==> src/rtl/tagdec_pkg.sv <==
package tagdec_pkg;

    localparam int TAG_W     = 16;
    localparam int ID_W      = 2;
    localparam int NUM_DSLOT = 10;

    // Bit order follows the tag slot layout, MSB first.
    typedef struct packed {
        logic                 frame_ok;
        logic                 addr_tag;
        logic                 data_tag;
        logic [NUM_DSLOT-1:0] slot_flags;
        logic                 rsvd;
        logic [ID_W-1:0]      id_field;
    } tag_t;

    typedef struct packed {
        logic rd;
        logic wr;
    } cmd_kind_t;

    function automatic logic is_slave_id(input logic [ID_W-1:0] id);
        return id != '0;
    endfunction

endpackage

==> src/rtl/id_strap_resolver.sv <==
module id_strap_resolver
    import tagdec_pkg::*;
(
    input  logic            clk,
    input  logic            rst,
    input  logic [ID_W-1:0] strap_n,
    output logic [ID_W-1:0] codec_id,
    output logic            is_master
);

    always_ff @(posedge clk) begin
        if (rst) begin
            codec_id  <= '0;
            is_master <= 1'b1;
        end else begin
            codec_id  <= ~strap_n;
            is_master <= &strap_n;
        end
    end

    p_master_tracks_id_r2: assert property (@(posedge clk) disable iff (rst)
        is_master == (codec_id == '0));

    p_id_follows_straps_r2: assert property (@(posedge clk) disable iff (rst)
        !$past(rst) |-> codec_id == ~$past(strap_n));

endmodule

==> src/rtl/tag_field_decoder.sv <==
module tag_field_decoder
    import tagdec_pkg::*;
#(
    parameter int SLOT_W = 20,
    parameter int ADDR_W = 7,
    parameter int DATA_W = 16
) (
    input  logic              frame_strobe,
    input  tag_t              tag,
    input  logic [SLOT_W-1:0] addr_slot,
    input  logic [SLOT_W-1:0] data_slot,
    input  logic [ID_W-1:0]   own_id,
    output logic              frame_take,
    output cmd_kind_t         kind,
    output logic [ADDR_W-1:0] addr,
    output logic [DATA_W-1:0] data
);

    localparam int RW_BIT   = SLOT_W - 1;
    localparam int ADDR_TOP = SLOT_W - 2;
    localparam int DATA_TOP = SLOT_W - 1;

    logic id_hit;
    logic addr_ok;
    logic data_ok;
    logic rd_flag;

    always_comb begin
        frame_take = frame_strobe & tag.frame_ok;
        id_hit     = (tag.id_field == own_id);
        if (is_slave_id(own_id)) begin
            addr_ok = id_hit;
            data_ok = id_hit;
        end else begin
            addr_ok = id_hit & tag.addr_tag;
            data_ok = id_hit & tag.data_tag;
        end
        rd_flag = addr_slot[RW_BIT];
        kind.rd = frame_take & addr_ok & rd_flag;
        kind.wr = frame_take & addr_ok & data_ok & ~rd_flag;
        addr    = addr_slot[ADDR_TOP -: ADDR_W];
        data    = data_slot[DATA_TOP -: DATA_W];
    end

endmodule

==> src/rtl/access_strobe_gen.sv <==
module access_strobe_gen
    import tagdec_pkg::*;
#(
    parameter int ADDR_W = 7,
    parameter int DATA_W = 16
) (
    input  logic                 clk,
    input  logic                 rst,
    input  logic                 frame_strobe,
    input  logic                 frame_take,
    input  cmd_kind_t            kind,
    input  logic [ADDR_W-1:0]    addr_in,
    input  logic [DATA_W-1:0]    data_in,
    input  logic [NUM_DSLOT-1:0] flags_in,
    output logic                 rd_stb,
    output logic                 wr_stb,
    output logic [ADDR_W-1:0]    reg_addr,
    output logic [DATA_W-1:0]    wr_data,
    output logic [NUM_DSLOT-1:0] slot_valid
);

    always_ff @(posedge clk) begin
        if (rst) begin
            rd_stb     <= 1'b0;
            wr_stb     <= 1'b0;
            reg_addr   <= '0;
            wr_data    <= '0;
            slot_valid <= '0;
        end else begin
            rd_stb <= kind.rd;
            wr_stb <= kind.wr;
            if (kind.rd || kind.wr) begin
                reg_addr <= addr_in;
            end
            if (kind.wr) begin
                wr_data <= data_in;
            end
            if (frame_strobe) begin
                slot_valid <= frame_take ? flags_in : '0;
            end
        end
    end

    p_strobe_exclusive_r9: assert property (@(posedge clk) disable iff (rst)
        !(rd_stb && wr_stb));

    p_strobe_single_r9: assert property (@(posedge clk) disable iff (rst)
        (rd_stb || wr_stb) |=> !(rd_stb || wr_stb) || $past(frame_strobe));

    p_flags_hold_r10: assert property (@(posedge clk) disable iff (rst)
        !$past(rst) && !$past(frame_strobe) |-> $stable(slot_valid));

endmodule

==> src/rtl/slot0_tag_decoder.sv <==
module slot0_tag_decoder
    import tagdec_pkg::*;
#(
    parameter int SLOT_W = 20,
    parameter int ADDR_W = 7,
    parameter int DATA_W = 16
) (
    input  logic                 clk,
    input  logic                 rst,
    input  logic [1:0]           id_strap_n,
    input  logic                 frame_strobe,
    input  logic [15:0]          tag_in,
    input  logic [SLOT_W-1:0]    cmd_addr_slot,
    input  logic [SLOT_W-1:0]    cmd_data_slot,
    output logic [1:0]           codec_id,
    output logic                 is_master,
    output logic                 rd_stb,
    output logic                 wr_stb,
    output logic [ADDR_W-1:0]    reg_addr,
    output logic [DATA_W-1:0]    wr_data,
    output logic [9:0]           slot_valid
);

    tag_t                  tag_s;
    logic                  frame_take;
    cmd_kind_t             kind;
    logic [ADDR_W-1:0]     dec_addr;
    logic [DATA_W-1:0]     dec_data;

    assign tag_s = tag_t'(tag_in);

    id_strap_resolver u_ids (
        .clk       (clk),
        .rst       (rst),
        .strap_n   (id_strap_n),
        .codec_id  (codec_id),
        .is_master (is_master)
    );

    tag_field_decoder #(
        .SLOT_W (SLOT_W),
        .ADDR_W (ADDR_W),
        .DATA_W (DATA_W)
    ) u_dec (
        .frame_strobe (frame_strobe),
        .tag          (tag_s),
        .addr_slot    (cmd_addr_slot),
        .data_slot    (cmd_data_slot),
        .own_id       (codec_id),
        .frame_take   (frame_take),
        .kind         (kind),
        .addr         (dec_addr),
        .data         (dec_data)
    );

    access_strobe_gen #(
        .ADDR_W (ADDR_W),
        .DATA_W (DATA_W)
    ) u_stb (
        .clk          (clk),
        .rst          (rst),
        .frame_strobe (frame_strobe),
        .frame_take   (frame_take),
        .kind         (kind),
        .addr_in      (dec_addr),
        .data_in      (dec_data),
        .flags_in     (tag_s.slot_flags),
        .rd_stb       (rd_stb),
        .wr_stb       (wr_stb),
        .reg_addr     (reg_addr),
        .wr_data      (wr_data),
        .slot_valid   (slot_valid)
    );

    p_invalid_frame_quiet_r3: assert property (@(posedge clk) disable iff (rst)
        (rd_stb || wr_stb) |-> $past(tag_in[15]) && $past(frame_strobe));

    p_master_write_tags_r6: assert property (@(posedge clk) disable iff (rst)
        wr_stb && $past(is_master) |-> $past(tag_in[14]) && $past(tag_in[13]));

    p_write_flag_low_r6: assert property (@(posedge clk) disable iff (rst)
        wr_stb |-> !$past(cmd_addr_slot[SLOT_W-1]));

    p_id_field_match_r8: assert property (@(posedge clk) disable iff (rst)
        (rd_stb || wr_stb) |-> $past(tag_in[1:0]) == $past(codec_id));

endmodule

==> config.mk <==
export PLATFORM = sky130hd
export DESIGN_NAME = slot0_tag_decoder
export DESIGN_NICKNAME = d
export VERILOG_FILES = /design/src/rtl/tagdec_pkg.sv /design/src/rtl/id_strap_resolver.sv /design/src/rtl/tag_field_decoder.sv /design/src/rtl/access_strobe_gen.sv /design/src/rtl/slot0_tag_decoder.sv
export SDC_FILE = /design/constraint.sdc
export NUM_CORES = 1
export LEC_CHECK = 0
export BUFFER_PORTS_ARGS = -buffer_cell sky130_fd_sc_hd__buf_4
export CAP_MARGIN = 5
export CORE_MARGIN = 4
export CORE_UTILIZATION = 45
export DETAILED_ROUTE_END_ITERATION = 7
export GPL_ROUTABILITY_DRIVEN = 0
export PLACE_DENSITY = 0.81
export SYNTH_ARGS = -nofsm -noshare
export SYNTH_HDL_FRONTEND = slang
export SYNTH_SLANG_ARGS = --single-unit
==> constraint.sdc <==
create_clock -name clk -period 2.6 [get_ports clk]
set_clock_uncertainty 0.05 [all_clocks]
set_input_delay 0.26 -clock clk [delete_from_list [all_inputs] [get_ports clk]]
set_output_delay 0.26 -clock clk [all_outputs]
set_load 0.02 [all_outputs]
# After elaboration in Yosys (flattened, before gate mapping)
# Cells that the tools add are included.
# word_totals
reg_bits	38
inputBits	61
output_inout_bits	38
word_cells	23
# classes
eq_ne	1
muxes	3
bitwise	9
reduce_logical	3
# ops
cell	n
$mux W10	1
$and A1 B1 Y1	7
$eq A2 B2 Y1	1
$mux W1	2
$not A2 Y2	1
$reduce_and A2 Y1	1
$reduce_bool A2 Y1	1
$logic_or A1 B1 Y1	1
$not A1 Y1	1

# Longest topological paths before layout
# logic_depth
word_depth	7
mapped_depth	5
depth_no_buf	4

# Hierarchy
# A second synthesis with hierarchy kept.
# unflattened
hier_cells	172
area_unflattened_um2	1610.3
# by_module_without_submodules
mod	n_inst	cells_per_inst	area_per_inst_um2	seq_area_each_um2
access_strobe_gen	1	131	1292.5	700.7
tag_field_decoder	1	35	242.7	0.0
id_strap_resolver	1	6	75.1	60.1

# Worst setup path after synthesis
# No wires, ideal clock.
# synth_timing
path_type	reg2reg
start	register u_ids.codec_id[0]
end	register u_stb.wr_data[0]
setup_time_ps	72
arrival_ps	1665
required_ps	2478
path_slack_ps	813
stages_incl_launch_ff	6
n_path_buf	1
synth_period_minus_slack_ps	1787
path_cell_list	dfxtp_1 xnor2_2 nand3_2 nor4_4 buf_6 mux2i_1
# synth_between
elab_chain_cells	6
elab_cells_between_ends	9
cone_classes	eq/ne: 1; mux: 2; bitwise: 5; reduce/logical: 1
# synth_rtl
element	line	source
start, declared	id_strap_resolver.sv:7	output logic [ID_W-1:0] codec_id,
start signal, assigned	id_strap_resolver.sv:16	codec_id <= ~strap_n;
$eq A2 B2 Y1	tag_field_decoder.sv:30	id_hit = (tag.id_field == own_id);
$and A1 B1 Y1	tag_field_decoder.sv:35	addr_ok = id_hit & tag.addr_tag;
$mux W1	tag_field_decoder.sv:31	if (is_slave_id(own_id)) begin
$and A1 B1 Y1	tag_field_decoder.sv:40	kind.wr = frame_take & addr_ok & data_ok & ~rd_flag;
$and A1 B1 Y1 (*) (2 in a row)	tag_field_decoder.sv:40	
end signal, assigned	access_strobe_gen.sv:36	wr_data <= data_in;
end, declared	access_strobe_gen.sv:18	output logic [DATA_W-1:0] wr_data,
# Every way passes the cells marked *; elsewhere a longest branch is shown, timed or not.
# A chain may end at the register's enable or synchronous reset.

# Worst setup path in the final report
# layout_timing
start	register u_ids.codec_id[0]
end	register u_stb.wr_data[1]
# The elaborated chain is that of the path after synthesis.

==> impl_metrics.json <==
{
  "p_comb_share_pct": 14.6,
  "yosysTopAreaCell": "dfxtp_1",
  "slew_violations": 0,
  "routed_wl_um": 3410,
  "std_cell_rows": 21,
  "dp_hpwl_um": 2530,
  "seq_power_share_pct": 57.3,
  "syn_inst": 163,
  "vias": 1364,
  "cts_max_level": 2,
  "wl_per_cell_um": 11.8,
  "p_leak_nw": 0.960,
  "hp-class": "in2reg",
  "maxCapViolCount": 0,
  "setup-violations-final": 0,
  "antenna_found_initial": 0,
  "grt_overflow": 0,
  "synthTopCellsByArea": "dfxtp_1 (47%), nand2b_1 (22%), mux2i_1 (14%), a21oi_1 (3.4%), nand3_1 (3.1%)",
  "die_y_um": 67.8,
  "initial_utilization_pct": 47.4,
  "cp.required_ps": 2770,
  "setup_tns_ps": 0,
  "avgViaCountPerCell": 4.74,
  "synth_warnings": 0,
  "drc": 0,
  "clock_power_share_pct": 28.0,
  "synth_sequential_area_ratio_pct": 47.3,
  "grt_first_pass_wirelength_um": 5350,
  "grtUsageTotal_pct": 15.7,
  "post_cts_resized": 0,
  "post_dp_cell_area_sq_mm": 0.00224,
  "critPathKind": "reg2reg",
  "powerDensity_mw_per_mm2": 458,
  "fin_crit_ps": 1610,
  "seqCellArea_sq_um": 761,
  "syn_nets": 224,
  "port_buffers": 81,
  "grt_pass1_vias": 1256,
  "holdBufCountCts": 0,
  "fmax_mhz": 622,
  "worst_ep_arrival_time_ps": 1780,
  "path_clk_slew_ps": 100,
  "finalCritPeriodShare_pct": 61.8,
  "final_cell_mix": "buf_4 (83), nand2b_1 (56), dfxtp_1 (38), mux2i_1 (23), a21oi_1 (11)",
  "die_w_um": 67.8,
  "swShare_pct": 23.4,
  "startpoint_type": "register",
  "syn_area_sq_mm": 0.00161,
  "syn_to_final_growth_pct": 42.7,
  "clock_latency_ps": 330,
  "drive_gt1_share_pct": 39.3,
  "antenna_cells": 0,
  "post-cts-setup-buffers": 0,
  "slew-limit-headroom_pct": 70.9,
  "cts_buffer_depth": 2,
  "cts_tree": "done",
  "root_buffer": "clkbuf_4",
  "worstSetupEndpointType": "register",
  "ant_nets": 0,
  "peakVddDrop_mv": 0.349,
  "worstMarginPinSlew_ps": 436,
  "yosysUniqueCellTypes": 17,
  "layout_commonest_cell": "buf_4",
  "internal_power_mw": 0.805,
  "multi_input_area_sq_um": 802,
  "worstPathMaxFanout": 16,
  "n_fill_cell": 300,
  "ioPinCount": 99,
  "core_sq_mm": 0.00339,
  "p_switching_mw": 0.246,
  "rsz0062_at_grt": "false",
  "synth_top_area_share_pct": 47.3,
  "fin_nets": 304,
  "dr.pass1.iters": 2,
  "status": "finished clean",
  "syn_area_per_cell_sq_um": 9.86,
  "numCtsBuffers": 5,
  "ys_ff_latch": 38,
  "final_cell_area_sq_mm": 0.00229,
  "die_area_sq_mm": 0.00459,
  "hold_viol": 0,
  "grt_max_degree": 61,
  "clock-sinks": 38,
  "drt_iter0_markers": 63
}
==> final cells by class <==
| type | count | share of cell area, % |
|---|---|---|
| clock buffers | 6 | 2.24 |
| well taps | 46 | 2.51 |
| repair buffers | 83 | 27.2 |
| multi-input cells | 115 | 35.0 |
| flip-flops and latches | 38 | 33.2 |
==> cell families (layout without fill, tap and decap cells) <==
group,Yosys count,count (layout),share of synthesized area (%)
buffers and inverters,10,89,2.80
xor gates and xnor gates,1,1,1.01
AOI/OAI and AO/OA,11,11,3.42
muxes,23,23,14.3
and+or+nand+nor,80,80,31.1
DFF,38,38,47.3
==> final timing paths <==
| check | startpoint | endpoint | slack (ps) | depth (start not counted) |
|---|---|---|---|---|
| setup reg to reg | u_ids.codec_id[0] | u_stb.wr_data[1] | 990 | 5 |
| setup / recovery | u_ids.codec_id[0] | u_stb.wr_data[1] | 990 | 5 |
| hold / removal | id_strap_n[1] | u_ids.codec_id[1] | 30 | 2 |
| hold reg to reg | u_stb.slot_valid[7] | u_stb.slot_valid[7] | 420 | 2 |
==> power groups by stage <==
stage / registers [mW] / logic (mW) / clock network (mW)
detailed placement: 0.616 / 0.156 / 0
floorplan: 0.632 / 0.0603 / 0
CTS: 0.603 / 0.156 / 0.312
global placement: 0.616 / 0.155 / 0
finish: 0.603 / 0.154 / 0.295
global route: 0.605 / 0.168 / 0.333
==> cells in the mapped netlist <==
| master | count |
|---|---|
| nand3_2 | 1 |
| xnor2_2 | 1 |
| clkbuf_1 | 9 |
| nor3_1 | 1 |
| a21oi_1 | 11 |
| or2_2 | 2 |
| nor3_2 | 1 |
| dfxtp_1 | 38 |
| and2_1 | 1 |
| nor4_4 | 1 |
| mux2i_1 | 23 |
| nand2b_1 | 56 |
| nor3b_1 | 1 |
| nor4_1 | 2 |
| nand3_1 | 10 |
| nor2_1 | 4 |
| buf_6 | 1 |
==> flip-flops by register name (all words and copies together), names as in the netlist <==
register / count
u_ids.codec_id: 2
u_ids.is_master: 1
u_stb.rd_stb: 1
u_stb.reg_addr: 7
u_stb.slot_valid: 10
u_stb.wr_data: 16
u_stb.wr_stb: 1
==> critical path, cell delays in order (launching register included) <==
cell	delay, ps
dfxtp_1	380
or2_2	310
a21oi_1	320
nor4_4	50
buf_4	240
mux2i_1	140
==> stage by stage <==
| stage | hold slack, ps | setup WS, ps | utilization (%) | power (mW) | cells |
|---|---|---|---|---|---|
| detailed placement | 385 | 993 | 66.2 | 0.772 | 282 |
| global route | 18.9 | 843 | 67.7 | 1.11 | 288 |
| floorplan | 286 | 813 | - | 0.692 | 163 |
| CTS | 11.7 | 967 | 67.7 | 1.07 | 288 |
| global placement | 383 | 994 | 66.2 | 0.771 | 282 |
| finish | 33.5 | 993 | 67.7 | 1.05 | 288 |
==> layer usage <==
| layer | vias up | GRT usage (%) | routed length, um |
|---|---|---|---|
| met5 | - | 0 | 0 |
| met4 | 0 | 8.19 | 64 |
| met3 | 9 | 7.15 | 418 |
| met2 | 55 | 24.4 | 1540 |
| met1 | 604 | 18.0 | 1390 |
| li1 | 696 | - | - |
Note: power is estimated with default switching activity, not from simulation.
